$ cat config.mk
export PLATFORM = sky130hd
export DESIGN_NAME = evcap_bank
export DESIGN_NICKNAME = d
export VERILOG_FILES = /design/src/rtl/evcap_pkg.sv /design/src/rtl/evcap_rstsync.sv /design/src/rtl/evcap_cell.sv /design/src/rtl/evcap_regif.sv /design/src/rtl/evcap_bank.sv
export SDC_FILE = /design/constraint.sdc
export NUM_CORES = 1
export LEC_CHECK = 0
export ABC_AREA = 1
export BUFFER_PORTS_ARGS = -buffer_cell sky130_fd_sc_hd__buf_2
export CORE_ASPECT_RATIO = 0.7
export CORE_MARGIN = 4
export CORE_UTILIZATION = 47
export DETAILED_ROUTE_END_ITERATION = 6
export HOLD_SLACK_MARGIN = 0.12
export PLACE_DENSITY = 0.73
export SLEW_MARGIN = 5
export SYNTH_ARGS = -nofsm -noshare
export SYNTH_HDL_FRONTEND = slang
export SYNTH_HIERARCHICAL = 1
export SYNTH_SLANG_ARGS = --single-unit
$ cat constraint.sdc
create_clock -name clk -period 0.9 [get_ports clk]
set_input_delay 0.135 -clock clk [delete_from_list [all_inputs] [get_ports clk]]
set_output_delay 0.135 -clock clk [all_outputs]
set_load 0.01 [all_outputs]
$ cat src/rtl/evcap_pkg.sv
package evcap_pkg;
  localparam int MODE_W = 3;

  // capture kinds, mode code bits [1:0]
  localparam logic [1:0] CAP_LVL_HI = 2'd0;
  localparam logic [1:0] CAP_LVL_LO = 2'd1;
  localparam logic [1:0] CAP_RISE   = 2'd2;
  localparam logic [1:0] CAP_FALL   = 2'd3;

  // register addresses
  localparam int REG_STATUS = 0;
  localparam int REG_ENABLE = 1;
endpackage

$ cat src/rtl/evcap_rstsync.sv
module evcap_rstsync #(
  parameter int STAGES = 2
) (
  input  logic clk,
  input  logic rst_n,
  output logic rst_sync_n
);
  logic [STAGES-1:0] sh_q;
  logic [STAGES-1:0] sh_d;

  always_comb sh_d = {sh_q[STAGES-2:0], 1'b1};

  always_ff @(posedge clk or negedge rst_n) begin
    if (!rst_n) sh_q <= '0;
    else        sh_q <= sh_d;
  end

  assign rst_sync_n = sh_q[STAGES-1];
endmodule

$ cat src/rtl/evcap_cell.sv
module evcap_cell
  import evcap_pkg::*;
#(
  parameter logic [MODE_W-1:0] MODE = '0
) (
  input  logic clk,
  input  logic rst_n,
  input  logic armed,
  input  logic ev_in,
  input  logic rd_clr,
  input  logic wr_clr,
  output logic stat
);
  localparam logic [1:0] KIND = MODE[1:0];
  localparam logic       W1C  = MODE[2];

  logic prev_q;
  logic stat_q;
  logic hit;
  logic clr;
  logic stat_d;
  logic stat_en;

  always_comb begin
    case (KIND)
      CAP_LVL_HI: hit = ev_in;
      CAP_LVL_LO: hit = ~ev_in;
      CAP_RISE:   hit = armed & ~prev_q & ev_in;
      default:    hit = armed & prev_q & ~ev_in;
    endcase
    clr     = W1C ? wr_clr : rd_clr;
    stat_en = hit | clr;
    stat_d  = hit | (stat_q & ~clr);   // capture wins over clear
  end

  always_ff @(posedge clk or negedge rst_n) begin
    if (!rst_n) prev_q <= 1'b0;
    else        prev_q <= ev_in;
  end

  always_ff @(posedge clk or negedge rst_n) begin
    if (!rst_n)       stat_q <= 1'b0;
    else if (stat_en) stat_q <= stat_d;
  end

  assign stat = stat_q;

  generate
    if (KIND == CAP_LVL_HI) begin : g_a_hi
      assert_lvl_hi_set_R2: assert property (@(posedge clk) disable iff (!rst_n)
        ev_in |=> stat_q);
    end else if (KIND == CAP_LVL_LO) begin : g_a_lo
      assert_lvl_lo_set_R3: assert property (@(posedge clk) disable iff (!rst_n)
        !ev_in |=> stat_q);
    end else if (KIND == CAP_RISE) begin : g_a_rise
      assert_rise_set_R4: assert property (@(posedge clk) disable iff (!rst_n)
        (armed && !$past(ev_in) && ev_in) |=> stat_q);
      assert_no_first_edge_R6: assert property (@(posedge clk) disable iff (!rst_n)
        !armed |=> !stat_q);
    end else begin : g_a_fall
      assert_fall_set_R5: assert property (@(posedge clk) disable iff (!rst_n)
        (armed && $past(ev_in) && !ev_in) |=> stat_q);
      assert_no_first_edge_R6: assert property (@(posedge clk) disable iff (!rst_n)
        !armed |=> !stat_q);
    end

    if (W1C) begin : g_a_w1c
      assert_w1c_hold_R8: assert property (@(posedge clk) disable iff (!rst_n)
        (stat_q && !wr_clr) |=> stat_q);
    end else begin : g_a_rc
      assert_rc_hold_R7: assert property (@(posedge clk) disable iff (!rst_n)
        (stat_q && !rd_clr) |=> stat_q);
    end
  endgenerate
endmodule

$ cat src/rtl/evcap_regif.sv
module evcap_regif
  import evcap_pkg::*;
#(
  parameter int WIDTH  = 8,
  parameter int ADDR_W = 2
) (
  input  logic              clk,
  input  logic              rst_n,
  input  logic              rd_en,
  input  logic              wr_en,
  input  logic [ADDR_W-1:0] addr,
  input  logic [WIDTH-1:0]  wr_data,
  input  logic [WIDTH-1:0]  stat,
  output logic [WIDTH-1:0]  rd_data,
  output logic [WIDTH-1:0]  en,
  output logic              st_rd,
  output logic              st_wr
);
  localparam logic [ADDR_W-1:0] A_STAT = ADDR_W'(REG_STATUS);
  localparam logic [ADDR_W-1:0] A_EN   = ADDR_W'(REG_ENABLE);

  logic [WIDTH-1:0] en_q;
  logic [WIDTH-1:0] rd_q;
  logic [WIDTH-1:0] rd_d;
  logic             en_we;

  always_comb begin
    st_rd = rd_en & (addr == A_STAT);
    st_wr = wr_en & (addr == A_STAT);
    en_we = wr_en & (addr == A_EN);
    case (addr)
      A_STAT:  rd_d = stat;
      A_EN:    rd_d = en_q;
      default: rd_d = '0;
    endcase
  end

  always_ff @(posedge clk or negedge rst_n) begin
    if (!rst_n)     en_q <= '0;
    else if (en_we) en_q <= wr_data;
  end

  always_ff @(posedge clk or negedge rst_n) begin
    if (!rst_n)     rd_q <= '0;
    else if (rd_en) rd_q <= rd_d;
  end

  assign rd_data = rd_q;
  assign en      = en_q;

  assert_en_write_R10: assert property (@(posedge clk) disable iff (!rst_n)
    (wr_en && addr == A_EN) |=> en_q == $past(wr_data));
  assert_en_read_R10: assert property (@(posedge clk) disable iff (!rst_n)
    (rd_en && addr == A_EN) |=> rd_q == $past(en_q));
  assert_unmapped_zero_R11: assert property (@(posedge clk) disable iff (!rst_n)
    (rd_en && addr != A_STAT && addr != A_EN) |=> rd_q == '0);
  assert_rd_hold_R11: assert property (@(posedge clk) disable iff (!rst_n)
    !rd_en |=> $stable(rd_q));
endmodule

$ cat src/rtl/evcap_bank.sv
module evcap_bank
  import evcap_pkg::*;
#(
  parameter int                    WIDTH  = 8,
  parameter int                    ADDR_W = 2,
  parameter logic [MODE_W*WIDTH-1:0] MODES = 24'hFAC688
) (
  input  logic              clk,
  input  logic              rst_n,
  input  logic [WIDTH-1:0]  ev_in,
  input  logic              rd_en,
  input  logic              wr_en,
  input  logic [ADDR_W-1:0] addr,
  input  logic [WIDTH-1:0]  wr_data,
  output logic [WIDTH-1:0]  rd_data,
  output logic              irq
);
  logic             rst_i_n;
  logic             armed_q;
  logic [WIDTH-1:0] stat;
  logic [WIDTH-1:0] en;
  logic             st_rd;
  logic             st_wr;

  evcap_rstsync #(.STAGES(2)) u_rst (
    .clk        (clk),
    .rst_n      (rst_n),
    .rst_sync_n (rst_i_n)
  );

  // edge history becomes valid one cycle after reset ends
  always_ff @(posedge clk or negedge rst_i_n) begin
    if (!rst_i_n) armed_q <= 1'b0;
    else          armed_q <= 1'b1;
  end

  generate
    for (genvar i = 0; i < WIDTH; i++) begin : g_bit
      evcap_cell #(.MODE(MODES[MODE_W*i +: MODE_W])) u_cell (
        .clk    (clk),
        .rst_n  (rst_i_n),
        .armed  (armed_q),
        .ev_in  (ev_in[i]),
        .rd_clr (st_rd),
        .wr_clr (st_wr & wr_data[i]),
        .stat   (stat[i])
      );
    end
  endgenerate

  evcap_regif #(.WIDTH(WIDTH), .ADDR_W(ADDR_W)) u_regif (
    .clk     (clk),
    .rst_n   (rst_i_n),
    .rd_en   (rd_en),
    .wr_en   (wr_en),
    .addr    (addr),
    .wr_data (wr_data),
    .stat    (stat),
    .rd_data (rd_data),
    .en      (en),
    .st_rd   (st_rd),
    .st_wr   (st_wr)
  );

  assign irq = |(stat & en);

  assert_irq_needs_en_R10: assert property (@(posedge clk) disable iff (!rst_i_n)
    (en == '0) |-> !irq);
  assert_reset_quiet_R1: assert property (@(posedge clk) disable iff (!rst_i_n)
    !armed_q |-> (rd_data == '0 && !irq));
endmodule

==> results of run 1 <==
-- where the power goes --
part | total [mW] | internal, mW | switching (mW)
combinational | 0.797 | 0.415 | 0.382
sequential | 1.64 | 1.55 | 0.0911
clock | 1.40 | 0.894 | 0.509
-- sequential cells by signal, summed over array words and instances (netlist names) --
name	flops
u_rst/sh_q	2
g_bit.u_cell/stat	8
g_bit.u_cell/prev_q	4
armed_q	1
u_regif/rd_data	8
u_regif/en	8
-- area by class of cell --
class                   count  share of cell area, %
well taps                  36                   2.15
inverters                  30                   5.44
multi-input cells         110                   23.0
flip-flops and latches     31                   37.1
repair buffers             74                   26.7
clock inverters             2                   1.67
clock buffers               6                   3.95
-- metal layers --
layer / vias up / global-route usage [%] / wire (um)
met5: - / 0 / 0
met4: 0 / 8.90 / 48
met3: 7 / 5.88 / 204
met2: 37 / 35.2 / 1620
met1: 601 / 27.5 / 1690
li1: 677 / - / -
-- worst max path at each step --
stage / startpoint / to / cells past startpoint
6_report: g_bit[2].u_cell/stat / irq / 5
5_1_grt: g_bit[0].u_cell/stat / irq / 5
4_1_cts: g_bit[2].u_cell/stat / irq / 5
3_5_place_dp: addr[1] / g_bit[7].u_cell/stat / 9
3_3_place_gp: addr[1] / g_bit[6].u_cell/stat / 9
2_1_floorplan: addr[1] / g_bit[7].u_cell/stat / 9
-- layout by cell type (no fill, tap or decap) --
cell type and count:
buf_12 2, buf_2 28, buf_4 26, buf_6 2
bufinv_16 1, clkbuf_8 6, clkinv_2 2, conb_1 2
dfrtp_1 30, dfrtp_2 1, dlygate4sd3_1 16, inv_1 27
inv_2 2, nand2_1 70, nand2_2 3, nand3_1 27
nand3_2 1, nand3b_1 1, nor2_1 3, nor2_2 1
nor2_4 2
-- critical path, cell delays in order (launching register included) --
cell and delay, ps:
dfrtp_1 410, nand2_1 80, nand2_1 60, nor2_1 100
nand2_1 60, buf_2 140
-- what timing repair did --
item | in CTS | in global routing
gates resized for setup | 0 | 7
endpoints found under the setup margin | 9 | 14
pin swaps | 1 | 3
hold buffers | 16 | 0
endpoints found under the hold margin | 20 | 0
buffers inserted | 4 | 1
==> metrics.md, run 1 <==
| Metric | Value |
|---|---|
| Vias in the first global route | approximately 1400 |
| Final Net Count | approximately 270 |
| VDD IR max | 0.00149 V |
| WHS Endpoint | u_regif/en[1] |
| Tot GR Track Use | ~22% |
| Multi-input logic area | 482 um^2 |
| Antenna Violating Nets Remaining | 0 |
| # clock sinks | 31 |
| Crit end category | primary output |
| Worst setup SP type | register |
| DIE AREA | approximately 4000 um^2 |
| Final worst path period need | 1260 ps |
| F_max | 794 MHz |
| HP Class | primary input to register |
| Core Box Area | approximately 2800 um^2 |
| Die X | around 73 um |
| Startpoint of the worst hold path | wr_data[1] |
| Leakage | about 1.2 nW |
| DR vias | approximately 1300 |
| Final setup fails | 9 |
| Initial antenna violation count | 0 |
| First-pass DRT Iterations | 4 |
| CTS clk-pin slew, worst paths | around 60 ps |
| Max Buffers Root-to-Sink | 2 |
| Total grt overflow | 0 |
| Gpl congestion | approximately 0.84 |
| Reg-to-Reg Start | u_regif/en[1] |
| Hold-critical path depth | 3 |
| Worst-Skew Late Latency | around 280 ps |
| Clock Tree Root | clkbuf_8 |
| Vias per inst | around 4.6 |
| Syn-to-layout area delta | 51.3% |
| Io pins | 31 |
| DR iter-0 viols | 89 |
| Syn Std Cell Area | 1380 um^2 |
| Reg2reg end | u_regif/rd_data[1] |
| Placed cell count | about 260 |
| Syn Area/Cell | 7.86 um^2 |
| DP HPWL | 2540 um |
| Clk_skew | between 2 and 3 ps |
| Critical Path Fanout Max | 2 |
| N_diodes | 0 |
| Post-Syn Nets | ~200 |
| I/O Buffers | 30 |
| Setup ws final | -359 ps |
| TritonCTS clock tree | yes |
| Design Power | 3.84 mW |
| Violated checks | negative setup slack |
| Pre-CTS setup slack | -130 ps |
| Synth warnings | 6 |
| Post-detailed-placement cell area | 1770 um^2 |
| Residual DRC | 0 |
| Design area | between 2000 and 2500 um^2 |
| Final Hold Viols | 0 |
| First-pass GRT wire length | a little over 6000 um |
| Initial Util | 49.4% |
| Final Slew Violations | 0 |
| TNS Setup | -660 ps |
| Num rows | 16 |
| Final std cells w/o fill | ~290 |
| Final WL | ~3600 um |
| Drt wl/cell | around 12 um |
| FF/Latch Area | roughly 780 um^2 |
| Num CTS Buffers | 5 |
| Final Util | between 70% and 80% |
| Max-cap violations | 0 |
| # H-tree levels | 2 |
| Die height | 53.4 um |
| Power density over cell area | around 1800 nW/um^2 |
| Fill cells | roughly 220 |
| Pin count of the biggest net entering global routing | 30 |
| Fin crit share | 140% |
| Status | finished with violations |
| Worst path required time | 760 ps |
| Worst endpoint data arrival time | around 1100 ps |
| Worst hold slack | 129 ps |
| Worst reg2reg setup slack | about 40 ps |
| Worst reg-to-reg path cell count | 5 |
| Critical path class | register to primary output |
| Fraction of layout cells with a size suffix above 1 | 30.4% |
| Cells after Synth | approximately 180 |
| RSZ-0062 raised after global routing | yes |
Note: power is estimated with default switching activity, not from simulation.
==> inputs of run 2 (changes only) <==
==> constraint.sdc (replaced) <==
create_clock -name clk -period 0.9 [get_ports clk]
set_input_delay 0.135 -clock clk [delete_from_list [all_inputs] [get_ports clk]]
set_output_delay 0.135 -clock clk [all_outputs]
set_load 0.02 [all_outputs]
==> run 2 against run 1 <==
The flow still finishes with violations (negative setup slack). Cell area increased by 2.9%. Fmax decreased by 1.4%. Flip-flop and latch count unchanged. First-iteration DRC count decreased by 4.5%. Count of clock-buffer cells in the layout unchanged. Global-route usage unchanged. Combinational power increased by 14%. Utilization increased by 2.1 points.
==> metrics.md, run 2 (same netlist as run 1, synthesis figures left out) <==
| Metric | Value |
|---|---|
| Critical Path Fanout Max | 2 (unchanged) |
| Violated checks | negative setup slack (unchanged) |
| Pin count of the biggest net entering global routing | 30 (unchanged) |
| Design area | 2150 um^2 (was 2090 um^2) |
| Worst endpoint data arrival time | 1140 ps (was 1120 ps) |
| Worst path required time | 760 ps (about the same) |
| TritonCTS clock tree | yes (unchanged) |
| N_diodes | 0 (unchanged) |
| Syn-to-layout area delta | 55.6% (was 51.3%) |
| Drt wl/cell | 12.6 um (was 12.3 um) |
| Vias per inst | 4.64 (was 4.57) |
| I/O Buffers | 30 (unchanged) |
| VDD IR max | 0.00149 V (about the same) |
| Total grt overflow | 0 (unchanged) |
| Clk_skew | 3.01 ps (was 2.67 ps) |
| Critical path class | register to primary output (unchanged) |
| Final worst path period need | 1280 ps (was 1260 ps) |
| Commonest non-fill, non-tap cell in the layout | nand2_1 (unchanged) |
| Num CTS Buffers | 5 (unchanged) |
| Die height | 53.4 um (unchanged) |
| Fraction of layout cells with a size suffix above 1 | 30.4% (unchanged) |
| Critical Path End | irq (unchanged) |
| Setup ws final | -377 ps (was -359 ps) |
| # H-tree levels | 2 (unchanged) |
| Worst setup SP type | register (unchanged) |
| Power density over cell area | 1840 nW/um^2 (was 1830 nW/um^2) |
| Reg-to-Reg Start | u_regif/en[5] (was u_regif/en[1]) |
| Max-cap violations | 0 (unchanged) |
| Fin crit share | 142% (was 140%) |
| DIE AREA | 3890 um^2 (unchanged) |
| Clock Tree Root | clkbuf_8 (unchanged) |
| Max Buffers Root-to-Sink | 2 (unchanged) |
| Design Power | 3.97 mW (was 3.84 mW) |
| Gpl congestion | 0.837 (unchanged) |
| RSZ-0062 raised after global routing | yes (unchanged) |
| Reg2reg end | u_regif/rd_data[5] (was u_regif/rd_data[1]) |
| DR iter-0 viols | 85 (was 89) |
| DR vias | 1342 (was 1322) |
| Io pins | 31 (unchanged) |
| Crit end category | primary output (unchanged) |
| Final Net Count | 274 (unchanged) |
| Tot GR Track Use | 21.7% (unchanged) |
| First-pass DRT Iterations | 4 (unchanged) |
| CTS clk-pin slew, worst paths | 60 ps (about the same) |
| Most frequent cells in the layout | nand2_1 (70), dfrtp_1 (30), inv_1 (27), nand3_1 (27), buf_4 (25) (was nand2_1 (70), dfrtp_1 (30), buf_2 (28), inv_1 (27), nand3_1 (27)) |
| Final Slew Violations | 0 (unchanged) |
| Vias in the first global route | 1386 (unchanged) |
| Status | finished with violations (unchanged) |
| Crit path from | g_bit[3].u_cell/stat (was g_bit[2].u_cell/stat) |
| Post-detailed-placement cell area | 1770 um^2 (unchanged) |
| Worst reg-to-reg path cell count | 5 (unchanged) |
| Core Box Area | 2800 um^2 (unchanged) |
| First-pass GRT wire length | 6130 um (unchanged) |
| Num rows | 16 (unchanged) |
| Worst reg2reg setup slack | 20 ps (was 40 ps) |
| Final Hold Viols | 0 (unchanged) |
| Final WL | 3630 um (was 3560 um) |
| Die X | 72.9 um (unchanged) |
| Initial Util | 49.4% (unchanged) |
| Fill cells | 202 (was 221) |
| Initial antenna violation count | 0 (unchanged) |
| # clock sinks | 31 (unchanged) |
| Leakage | 1.22 nW (was 1.21 nW) |
| DP HPWL | 2540 um (unchanged) |
| Antenna Violating Nets Remaining | 0 (unchanged) |
| F_max | 783 MHz (was 794 MHz) |
| Residual DRC | 0 (unchanged) |
| Worst-Skew Late Latency | 280 ps (about the same) |
| HP Class | primary input to register (unchanged) |
| Final setup fails | 9 (unchanged) |
| Final Util | 76.8% (was 74.7%) |
-- run 2: per-stage QoR --
step	TNS [ps]	instances	worst slack (ps)	hold WS, ps
after floorplan	0	176	31.9	-161
after global placement	-678	262	-103	-81.6
after detailed placement	-1190	262	-130	-77.7
after CTS	-815	290	-373	122
after global routing	-1030	289	-442	148
final	-769	289	-377	130
-- run 2: cell type report --
| type | instances | area [um^2] | share of cell area [%] |
|---|---|---|---|
| inverter | 30 | 114 | 5.29 |
| clock inverter | 2 | 35.0 | 1.63 |
| multi-input combinational | 110 | 482 | 22.4 |
| tap | 36 | 45.0 | 2.09 |
| timing repair buffer | 74 | 618 | 28.7 |
| clock buffer | 6 | 82.6 | 3.83 |
| sequential | 31 | 777 | 36.1 |
-- run 2: report_power, final --
part | leakage (nW) | switching [mW] | internal [mW] | total (mW)
clock network | 0.0612 | 0.510 | 0.895 | 1.40
registers | 0.366 | 0.105 | 1.55 | 1.65
logic | 0.793 | 0.427 | 0.480 | 0.907
-- run 2: worst min-delay path by stage --
stage | depth (start not counted) | end | start
after floorplan | 0 | u_rst/sh_q[0] | rst_n
after global placement | 1 | u_rst/sh_q[0] | rst_n
after detailed placement | 1 | u_rst/sh_q[0] | rst_n
after CTS | 3 | u_regif/en[1] | wr_data[1]
after global routing | 3 | u_regif/en[1] | wr_data[1]
final | 3 | u_regif/en[1] | wr_data[1]
-- run 2: worst max-delay path: stages (launching register included) --
cell and delay, ps:
dfrtp_1 400, nand2_1 90, nand2_1 70, nor2_1 90, nand2_1 70, buf_6 130
-- run 2: timing repair --
action | 4_1_cts | 5_1_grt
setup endpoints to repair | 9 | 14
cloned | 0 | 0
hold buffers | 16 | 0
buffers inserted | 4 | 1
gates resized for setup | 18 | 8
pin swaps | 3 | 3
hold endpoints to repair | 20 | 0
-- run 2: per-layer routing --
layer,vias up,share of wire (%),GRT usage (%)
li1,675,-,-
met1,612,47,27.6
met2,48,45,35.2
met3,7,6.5,5.69
met4,0,1.3,8.90
met5,-,0,0
